===== src/rtl/rxp_pkg.sv =====
package rxp_pkg;
  typedef enum logic {
    MODE_WIDE   = 1'b0,
    MODE_NARROW = 1'b1
  } rxp_mode_e;
endpackage


===== src/rtl/rxp_store.sv =====
module rxp_store #(
  parameter int DW    = 34,
  parameter int DEPTH = 4,
  localparam int PW = (DEPTH > 1) ? $clog2(DEPTH) : 1,
  localparam int LW = $clog2(DEPTH + 1)
) (
  input  logic          clk,
  input  logic          rst,
  input  logic          push_i,
  input  logic [DW-1:0] push_data_i,
  input  logic          pop_i,
  output logic [DW-1:0] head_o,
  output logic [LW-1:0] level_o,
  output logic          full_o
);
  localparam logic [LW-1:0] LVL_FULL = LW'(DEPTH);

  logic [DW-1:0] mem [DEPTH];
  logic [PW-1:0] wp_q, rp_q;
  logic [LW-1:0] lvl_q;

  always_ff @(posedge clk) begin
    if (push_i) mem[wp_q] <= push_data_i;
  end

  always_ff @(posedge clk) begin
    if (rst) begin
      wp_q  <= '0;
      rp_q  <= '0;
      lvl_q <= '0;
    end else begin
      if (push_i) wp_q <= wp_q + 1'b1;
      if (pop_i)  rp_q <= rp_q + 1'b1;
      case ({push_i, pop_i})
        2'b10:   lvl_q <= lvl_q + 1'b1;
        2'b01:   lvl_q <= lvl_q - 1'b1;
        default: lvl_q <= lvl_q;
      endcase
    end
  end

  assign head_o  = mem[rp_q];
  assign level_o = lvl_q;
  assign full_o  = (lvl_q == LVL_FULL);

  // the packer never pushes into a full store
  p_no_push_full_r3: assert property (@(posedge clk) disable iff (rst)
    full_o |-> !push_i);
  // a removal needs an occupied entry
  p_no_pop_empty_r9: assert property (@(posedge clk) disable iff (rst)
    (lvl_q == '0) |-> !pop_i);
  // the level never exceeds the depth
  p_level_bound_r10: assert property (@(posedge clk) disable iff (rst)
    lvl_q <= LVL_FULL);
endmodule


===== src/rtl/rxp_packer.sv =====
module rxp_packer #(
  parameter int LANES = 4,
  localparam int WW = 8 * LANES,
  localparam int CW = $clog2(LANES),
  localparam int SW = CW + 1
) (
  input  logic          clk,
  input  logic          rst,
  input  logic          narrow_i,
  input  logic          full_i,
  input  logic          wr_valid_i,
  input  logic [7:0]    wr_byte_i,
  input  logic          eof_i,
  output logic          acc_o,
  output logic          push_o,
  output logic [WW-1:0] push_data_o,
  output logic [CW-1:0] push_cnt_o,
  output logic [CW-1:0] fill_o
);
  localparam logic [SW-1:0] SUM_FULL = SW'(LANES);

  logic [WW-1:0] pk_data_q, merged;
  logic [CW-1:0] pk_n_q;
  logic [SW-1:0] sum;

  assign acc_o = wr_valid_i && !full_i;
  assign sum   = {1'b0, pk_n_q} + SW'(acc_o);

  always_comb begin
    merged = pk_data_q;
    if (acc_o) merged[8*pk_n_q +: 8] = wr_byte_i;
  end

  always_comb begin
    if (narrow_i) begin
      push_o      = acc_o;
      push_data_o = {{(WW-8){1'b0}}, wr_byte_i};
      push_cnt_o  = CW'(1);
    end else begin
      push_o      = (sum == SUM_FULL) || (eof_i && !full_i && (sum != '0));
      push_data_o = merged;
      push_cnt_o  = sum[CW-1:0];
    end
  end

  always_ff @(posedge clk) begin
    if (rst) begin
      pk_data_q <= '0;
      pk_n_q    <= '0;
    end else if (!narrow_i) begin
      if (push_o) begin
        pk_data_q <= '0;
        pk_n_q    <= '0;
      end else if (acc_o) begin
        pk_data_q <= merged;
        pk_n_q    <= sum[CW-1:0];
      end
    end
  end

  assign fill_o = pk_n_q;

  // a partial word never coexists with a full store
  p_partial_room_r6: assert property (@(posedge clk) disable iff (rst)
    full_i |-> (pk_n_q == '0));
  // narrow mode leaves the gathering register empty
  p_narrow_nofill_r4: assert property (@(posedge clk) disable iff (rst)
    narrow_i |-> (pk_n_q == '0));
endmodule


===== src/rtl/rx_pack_fifo.sv =====
module rx_pack_fifo #(
  parameter int BYTES = 16,
  parameter int LANES = 4,
  localparam int DEPTH = BYTES / LANES,
  localparam int WW    = 8 * LANES,
  localparam int CW    = $clog2(LANES),
  localparam int LW    = $clog2(DEPTH + 1)
) (
  input  logic          clk,
  input  logic          rst,
  input  logic          narrow_i,
  input  logic          wr_valid_i,
  input  logic [7:0]    wr_byte_i,
  input  logic          eof_i,
  input  logic          ovf_clr_i,
  output logic          rd_valid_o,
  input  logic          rd_ready_i,
  output logic [WW-1:0] rd_data_o,
  output logic [CW-1:0] rd_cnt_o,
  output logic          rd_wide_o,
  output logic [LW-1:0] level_o,
  output logic [CW-1:0] partial_o,
  output logic          ovf_o
);
  import rxp_pkg::*;

  rxp_mode_e     mode_q;
  logic          full, acc, push, pop, idle, ovf_q;
  logic [WW-1:0] push_data;
  logic [CW-1:0] push_cnt, fill;
  logic [WW+CW-1:0] head;

  rxp_packer #(.LANES(LANES)) u_packer (
    .clk(clk), .rst(rst),
    .narrow_i(mode_q == MODE_NARROW),
    .full_i(full),
    .wr_valid_i(wr_valid_i), .wr_byte_i(wr_byte_i), .eof_i(eof_i),
    .acc_o(acc), .push_o(push), .push_data_o(push_data),
    .push_cnt_o(push_cnt), .fill_o(fill)
  );

  rxp_store #(.DW(WW + CW), .DEPTH(DEPTH)) u_store (
    .clk(clk), .rst(rst),
    .push_i(push), .push_data_i({push_cnt, push_data}),
    .pop_i(pop),
    .head_o(head), .level_o(level_o), .full_o(full)
  );

  assign rd_valid_o = (level_o != '0);
  assign pop        = rd_valid_o && rd_ready_i;
  assign rd_data_o  = head[WW-1:0];
  assign rd_cnt_o   = head[WW+CW-1:WW];
  assign rd_wide_o  = (mode_q == MODE_WIDE);
  assign partial_o  = fill;
  assign ovf_o      = ovf_q;
  assign idle       = (level_o == '0) && (fill == '0) && !acc;

  always_ff @(posedge clk) begin
    if (rst) begin
      mode_q <= MODE_WIDE;
      ovf_q  <= 1'b0;
    end else begin
      if (idle) mode_q <= narrow_i ? MODE_NARROW : MODE_WIDE;
      if (wr_valid_i && !acc) ovf_q <= 1'b1;
      else if (ovf_clr_i)     ovf_q <= 1'b0;
    end
  end

  // the mode holds while any data is held
  p_mode_hold_r8: assert property (@(posedge clk) disable iff (rst)
    ((level_o != '0) || (fill != '0)) |=> $stable(mode_q));
  // a stalled head keeps its contents
  p_head_stable_r9: assert property (@(posedge clk) disable iff (rst)
    (rd_valid_o && !rd_ready_i) |=> (rd_valid_o && $stable(rd_data_o) && $stable(rd_cnt_o)));
  // a discarded byte raises the flag
  p_drop_flags_r7: assert property (@(posedge clk) disable iff (rst)
    (wr_valid_i && !acc) |=> ovf_o);
  // the flag only falls on a clear
  p_ovf_sticky_r7: assert property (@(posedge clk) disable iff (rst)
    (ovf_o && !ovf_clr_i) |=> ovf_o);
  // narrow entries carry one byte in the low lane
  p_narrow_shape_r4: assert property (@(posedge clk) disable iff (rst)
    (rd_valid_o && !rd_wide_o) |-> (rd_cnt_o == CW'(1) && rd_data_o[WW-1:8] == '0));
endmodule


===== config.mk =====
export PLATFORM = sky130hd
export DESIGN_NAME = rx_pack_fifo
export DESIGN_NICKNAME = d
export VERILOG_FILES = /design/src/rtl/rxp_pkg.sv /design/src/rtl/rxp_store.sv /design/src/rtl/rxp_packer.sv /design/src/rtl/rx_pack_fifo.sv
export SDC_FILE = /design/constraint.sdc
export NUM_CORES = 1
export LEC_CHECK = 0
export ABC_AREA = 0
export BUFFER_PORTS_ARGS = -buffer_cell sky130_fd_sc_hd__clkbuf_2
export CAP_MARGIN = 10
export CORE_UTILIZATION = 64
export DETAILED_ROUTE_END_ITERATION = 7
export PLACE_DENSITY = 0.84
export REMOVE_ABC_BUFFERS = 1
export SLEW_MARGIN = 10
export SYNTH_ARGS = -nofsm -noshare
export SYNTH_HDL_FRONTEND = slang
export SYNTH_HIERARCHICAL = 1
export SYNTH_SLANG_ARGS = --single-unit
export TNS_END_PERCENT = 1

===== constraint.sdc =====
create_clock -name clk -period 7.9 [get_ports clk]
set_clock_uncertainty 0.2 [all_clocks]
set_input_delay 1.975 -clock clk [delete_from_list [all_inputs] [get_ports clk]]
set_output_delay 1.975 -clock clk [all_outputs]
set_load 0.02 [all_outputs]

* Word level (Yosys, flattened, before mapping)
Memories as Yosys holds them, arrays and structs flattened. A register that Yosys moved wholly into a read port is not among the register bits.
Cells that the tools add are included.
** Operators by class
- Bitwise logic cells :: 1
- $add $sub $neg :: 6
- Mux-type cells :: 17
- Reduce and logical (&&, ||, !) cells :: 18
- Equal/unequal tests :: 4
- Shift-type cells :: 2
** Operator list (count)
- $mux W32 :: 4
- $neg A5 Y34 :: 1
- $shift A8 B34 Y32 const A :: 1
- $shiftx A8 B34 Y32 :: 1
- $bwmux W32 :: 1
- $mux W2 :: 5
- $logic_and A1 B1 Y1 :: 7
- $eq A3 B3 Y1 const B :: 2
- $mux W1 :: 6
- $pmux W3 S2 :: 1
- $reduce_bool A2 Y1 :: 3
- $reduce_bool A3 Y1 :: 2
- $add A2 B1 Y2 const B :: 2
- $add A2 B1 Y3 :: 1
- $add A3 B1 Y3 const B :: 1
- $logic_not A3 Y1 :: 1
- $sub A3 B1 Y3 const B :: 1
- $eq A2 B1 Y1 const B :: 1
- $eq A2 B2 Y1 const B :: 1
- $logic_not A1 Y1 :: 2
- $logic_not A2 Y1 :: 1
- $reduce_and A2 Y1 :: 1
- $logic_or A1 B1 Y1 :: 1
- $not A1 Y1 :: 1
** Word-level totals
- Input port bits :: 15
- Logic and storage cells :: 56
- Output and inout bits :: 42
- Memories :: 1
- Bits in registers :: 43
- Memory bits (writable) :: 136
** Memory list
- u_store.mem :: depth 4, bits a word 34, rd ports 1, clocked after Yosys merged registers in 1, write ports 1, RTL line rxp_store.sv:18 : logic [DW-1:0] mem [DEPTH];

* Depth between registers and ports, before layout
- Depth in word-level cells :: 10
- Gate-level depth with buffers :: 17
- Depth with buffers taken out :: 16

* By module
Netlist, hierarchy kept.
** By module, submodules not included
- rxp_store :: area each 5383.9 um2, instances 1, cells each 224, seq. area each 4264.1 um2
- rxp_packer :: area each 1896.8 um2, instances 1, cells each 204, seq. area each 680.7 um2
- rx_pack_fifo :: area each 122.6 um2, instances 1, cells each 12, seq. area each 40.0 um2

* Least setup slack after synthesis
Ideal clock, no wire load.
- Kind :: input to register
- Start point :: input wr_valid_i
- End point :: memory u_store.mem[0][0], enable pin
- Stages on the path :: 10
- Arrival :: 4.597 ns
- Slack :: 2.708 ns
- Setup time :: 0.394 ns
- Required time :: 7.306 ns
- Buffers on the path :: 2
- Cell sequence :: buf_4 > nor2b_1 > buf_2 > and2_1 > ha_1 > and3b_1 > o21ai_0 > a311oi_1 > a21o_1 > and2_1
** Between the ends
- Cells in the longest elaborated chain, start to end :: 8
- Elaborated cells between the ends (all ways) :: 9
- Classes of those cells :: 1 x add/sub; 1 x eq/ne; 3 x mux; 4 x reduce/logical
** RTL lines
- start, declared :: RTL line rx_pack_fifo.sv:12 : input logic wr_valid_i,
- $logic_and A1 B1 Y1 (*) :: RTL line rxp_packer.sv:26 : assign acc_o = wr_valid_i && !full_i;
- via acc :: RTL line rx_pack_fifo.sv:28 : logic full, acc, push, pop, idle, ovf_q;
- $add A2 B1 Y3 :: RTL line rxp_packer.sv:27 : assign sum = {1'b0, pk_n_q} + SW'(acc_o);
- $reduce_bool A3 Y1 :: RTL line rxp_packer.sv:40 : push_o = (sum == SUM_FULL) || (eof_i && !full_i && (sum != '0));
- $logic_and A1 B1 Y1 :: RTL line rxp_packer.sv:40
- $logic_or A1 B1 Y1 :: RTL line rxp_packer.sv:40
- $mux W1 (*) :: RTL line rxp_packer.sv:35 : if (narrow_i) begin
- via push :: RTL line rx_pack_fifo.sv:28
- $mux W1 (*) :: RTL line rxp_store.sv:23 : if (push_i) mem[wp_q] <= push_data_i;
- $mux W1 (not written as such) (*) :: RTL line rxp_store.sv:23
- end, declared :: RTL line rxp_store.sv:18
Mark *: on every way through the listed nets, which the timed path passes. The rest lies on a longest branch.

* Worst setup path in the final report
- Start point :: input wr_valid_i
- End point :: register u_store.lvl_q[2], in the netlist u_store/level_o[2]
** Between the ends
- Cells in the longest elaborated chain, start to end :: 8
- Elaborated cells between the ends (all ways) :: 11
- Classes of those cells :: 1 x add/sub; 3 x eq/ne; 2 x mux; 5 x reduce/logical
** RTL lines
- $logic_and A1 B1 Y1 (*) :: RTL line rxp_packer.sv:26
- via acc :: RTL line rx_pack_fifo.sv:28
- $add A2 B1 Y3 :: RTL line rxp_packer.sv:27
- $reduce_bool A3 Y1 :: RTL line rxp_packer.sv:40
- $logic_and A1 B1 Y1 :: RTL line rxp_packer.sv:40
- $logic_or A1 B1 Y1 :: RTL line rxp_packer.sv:40
- $mux W1 (*) :: RTL line rxp_packer.sv:35
- via push :: RTL line rx_pack_fifo.sv:28
- $eq A2 B1 Y1 / $eq A2 B2 Y1 (equally long branches) :: RTL line rxp_store.sv:34 : case ({push_i, pop_i})
- $pmux W3 S2 / $reduce_bool A2 Y1 (equally long branches)
- end signal, assigned :: RTL line rxp_store.sv:35 : 2'b10: lvl_q <= lvl_q + 1'b1;
- end signal, assigned :: RTL line rxp_store.sv:36 : 2'b01: lvl_q <= lvl_q - 1'b1;
- end signal, assigned :: RTL line rxp_store.sv:37 : default: lvl_q <= lvl_q;
- end, declared :: RTL line rxp_store.sv:20 : logic [LW-1:0] lvl_q;
Marked as above.
A chain may end at the register's enable or synchronous reset.

==> impl_metrics.ini <==
[outcome]
status = finished, final reports clean

[clock_tree]
htreeDepth = 4
cts_setup_buffers = 0
clk_pin_slew_ps = 60
cts_resized = 0
clock_latency_ps = 420
cts_buffers = 17
cts_hold_buffers = 0
cts-root-buf = clkbuf_16
tritoncts = built
cts_buffer_depth = 2
numClockSinks = 181

[route]
wirelength_um = 15280
drc = 0
vias = 4298
final_antenna_net_count = 0
drt-pass1-iter-count = 5
routedWlPerCell_um = 23.58
initialDrtViolationCount = 426
post_drt_via_cell_ratio = 6.633

[power_and_ir_drop]
p_total_mw = 2.997
power.density_nw_per_um2 = 358.9
p_leak_nw = 2.976
peakVddDrop_uv = 343.9

[floorplan]
pin_count = 57
die_y_um = 109.6
start_util_pct = 67.12
core_sq_um = 11030
rows = 38
dieArea_sq_um = 12000
dieWidth_um = 109.6

[finish]
nets = 522
syn_to_final_growth_pct = 12.81
drive_gt1_share_pct = 26.57
design_area_sq_um = 8352
final_cells = 648
fillers = 626
antenna_cells = 0

[synthesis]
synthArstFlopShare_pct = 0
synth_commonest_cells = edfxtp_1 (136), dfxtp_1 (45), a22o_1 (40)
yosysMostFrequentCell = edfxtp_1
yosysTopAreaCellShare_pct = 55.16
synthFlopType = edfxtp_1
netlist_instances = 440
synth.cell_area_sq_um = 7403
ys_seq_area_share_pct = 67.33
synth_cell_type_count = 49
synth_area_leader_cell = edfxtp_1
synth_edf_count = 136
avgSynthCellArea_sq_um = 16.83
ys_warn_count = 6
synth_area_leaders = edfxtp_1 (55%), dfxtp_1 (12%), mux4_2 (9.1%)
synth_seq_cells = 181

[global_routing]
antenna_found_initial = 0
grt_max_degree = 35
grt_first_pass_wirelength_um = 23630
grt_pass1_vias = 4407
overflow = 0
track_usage_pct = 27.79

[worst_setup_path]
worst-path-max-fanout = 10
cp_data_required_time_ps = 8050
critPathKind = in2reg
r2r-end = u_store/level_o[2]$_SDFFE_PP0P_
end_kind = flop
reg2regPathDepth = 16
r2r_start = u_store/level_o[0]$_SDFFE_PP0P_
reg2reg_setup_slack_ps = 3540
start_kind = input pin
cp.arrival_ps = 5480

[hold_path]
min_path_cells = 2
hp-class = reg2reg
min_to = ovf_o$_SDFFE_PP0P_
hp-start = ovf_o$_SDFFE_PP0P_

[sta]
finalSetupViolCount = 0
worst_slew_pin_slew_ps = 759.6
period_share_pct = 67.39
relSlewSlack_pct = 49.36
tns_ps = 0
fin_crit_ps = 5324
timing.fmax_mhz = 187.8
hold_viol = 0
rsz0062_at_grt = false
slew_violations = 0

[placed_design]
dp_cells = 616
dpl.hpwl_um = 9042
placed_cell_area_sq_um = 7740
gp_congestion = 0.8645
port-buffer-count = 56

[job]
maxCapViolCount = 0
-- kinds of logic after synthesis --
family / count (synthesis) / synth area share (%)
mux: 36 / 10.82
xor+xnor: 5 / 0.5916
simple gates: 81 / 6.507
flops: 181 / 67.33
compound gates: 85 / 9.633
fa+ha+maj: 12 / 2.129
buf+inv: 40 / 2.991
-- flip-flops by register name, indices dropped and copies added (netlist names), named ones only --
register	count
u_store/mem	136
u_packer/pk_data_q	32
u_store/rp_q	2
u_packer/fill_o	2
u_store/wp_q	2
ovf_o	1
mode_q	1
u_store/level_o	3
-- metal layers --
metal / global-route usage (%) / wire length [um] / vias to the layer above
li1: - / - / 1847
met1: 34.57 / 5948 / 2169
met2: 46.18 / 7736 / 235
met3: 6.876 / 1114 / 47
met4: 12.76 / 476 / 0
met5: 0 / 0 / -
-- placed cells by master (no fill, tap or decap), types with 3 or more instances in the layout --
cell / netlist / layout
nand2_1: 4 / 4
xor2_1: 3 / 3
bufinv_16: 0 / 4
mux4_2: 30 / 30
ha_1: 11 / 11
edfxtp_1: 136 / 136
nand3b_1: 4 / 4
dfxtp_1: 45 / 44
and2_1: 6 / 6
o22ai_2: 4 / 4
clkbuf_2: 0 / 56
mux4_1: 4 / 4
nor2b_1: 6 / 6
o21a_1: 3 / 3
inv_1: 13 / 13
a22oi_1: 24 / 24
a22o_1: 40 / 40
nor2_1: 38 / 38
buf_4: 2 / 7
o21ai_0: 4 / 4
a21oi_1: 4 / 4
clkbuf_16: 0 / 17
nand2b_1: 4 / 4
-- per-stage QoR --
stage               hold slack [ps]  util (%)  setup slack [ps]
CTS                           278.9     75.71              2660
finish                        283.0     75.71              2576
detailed placement            257.5     70.17              2230
floorplan                     242.8         -              2704
global route                  283.5     75.71              2396
global placement              256.6     70.17              2417
-- worst max-delay path, stage by stage --
cell,delay (ps)
clkbuf_2,180
nor2b_1,590
and2_1,250
ha_1,260
and3b_1,220
o21ai_0,260
a311oi_1,170
a21o_1,260
inv_1,90
ha_1,180
inv_1,60
fa_1,370
xor2_1,170
or3_1,300
a21oi_1,140
-- cell type report --
cell class	count	area [sq um]	share of cell area, %
Inverter	13	48.80	0.5843
Sequential cell	181	4986	59.70
Clock inverter	13	178.9	2.142
Timing Repair Buffer	63	332.8	3.985
Tap cell	140	175.2	2.097
Clock buffer	19	432.9	5.184
Multi-Input combinational cell	219	2197	26.31
-- power breakdown --
group / internal (mW) / switching [mW] / total, mW
clock network: 0.528 / 0.341 / 0.870
registers: 1.20 / 0.0548 / 1.25
logic: 0.334 / 0.543 / 0.876
-- how the worst max path moves through the flow --
| stage | start | to | slack, ps | cells after the start |
|---|---|---|---|---|
| after floorplan | wr_valid_i | u_store/mem[0][0]$_DFFE_PP_ | 2700 | 8 |
| after global placement | wr_valid_i | u_store/level_o[2]$_SDFFE_PP0P_ | 2420 | 15 |
| after detailed placement | wr_valid_i | u_store/level_o[2]$_SDFFE_PP0P_ | 2230 | 15 |
| after CTS | wr_valid_i | u_store/level_o[2]$_SDFFE_PP0P_ | 2660 | 15 |
| after global routing | wr_valid_i | u_store/level_o[2]$_SDFFE_PP0P_ | 2400 | 15 |
| final | wr_valid_i | u_store/level_o[2]$_SDFFE_PP0P_ | 2580 | 15 |
Note: power is estimated with default switching activity, not from simulation.
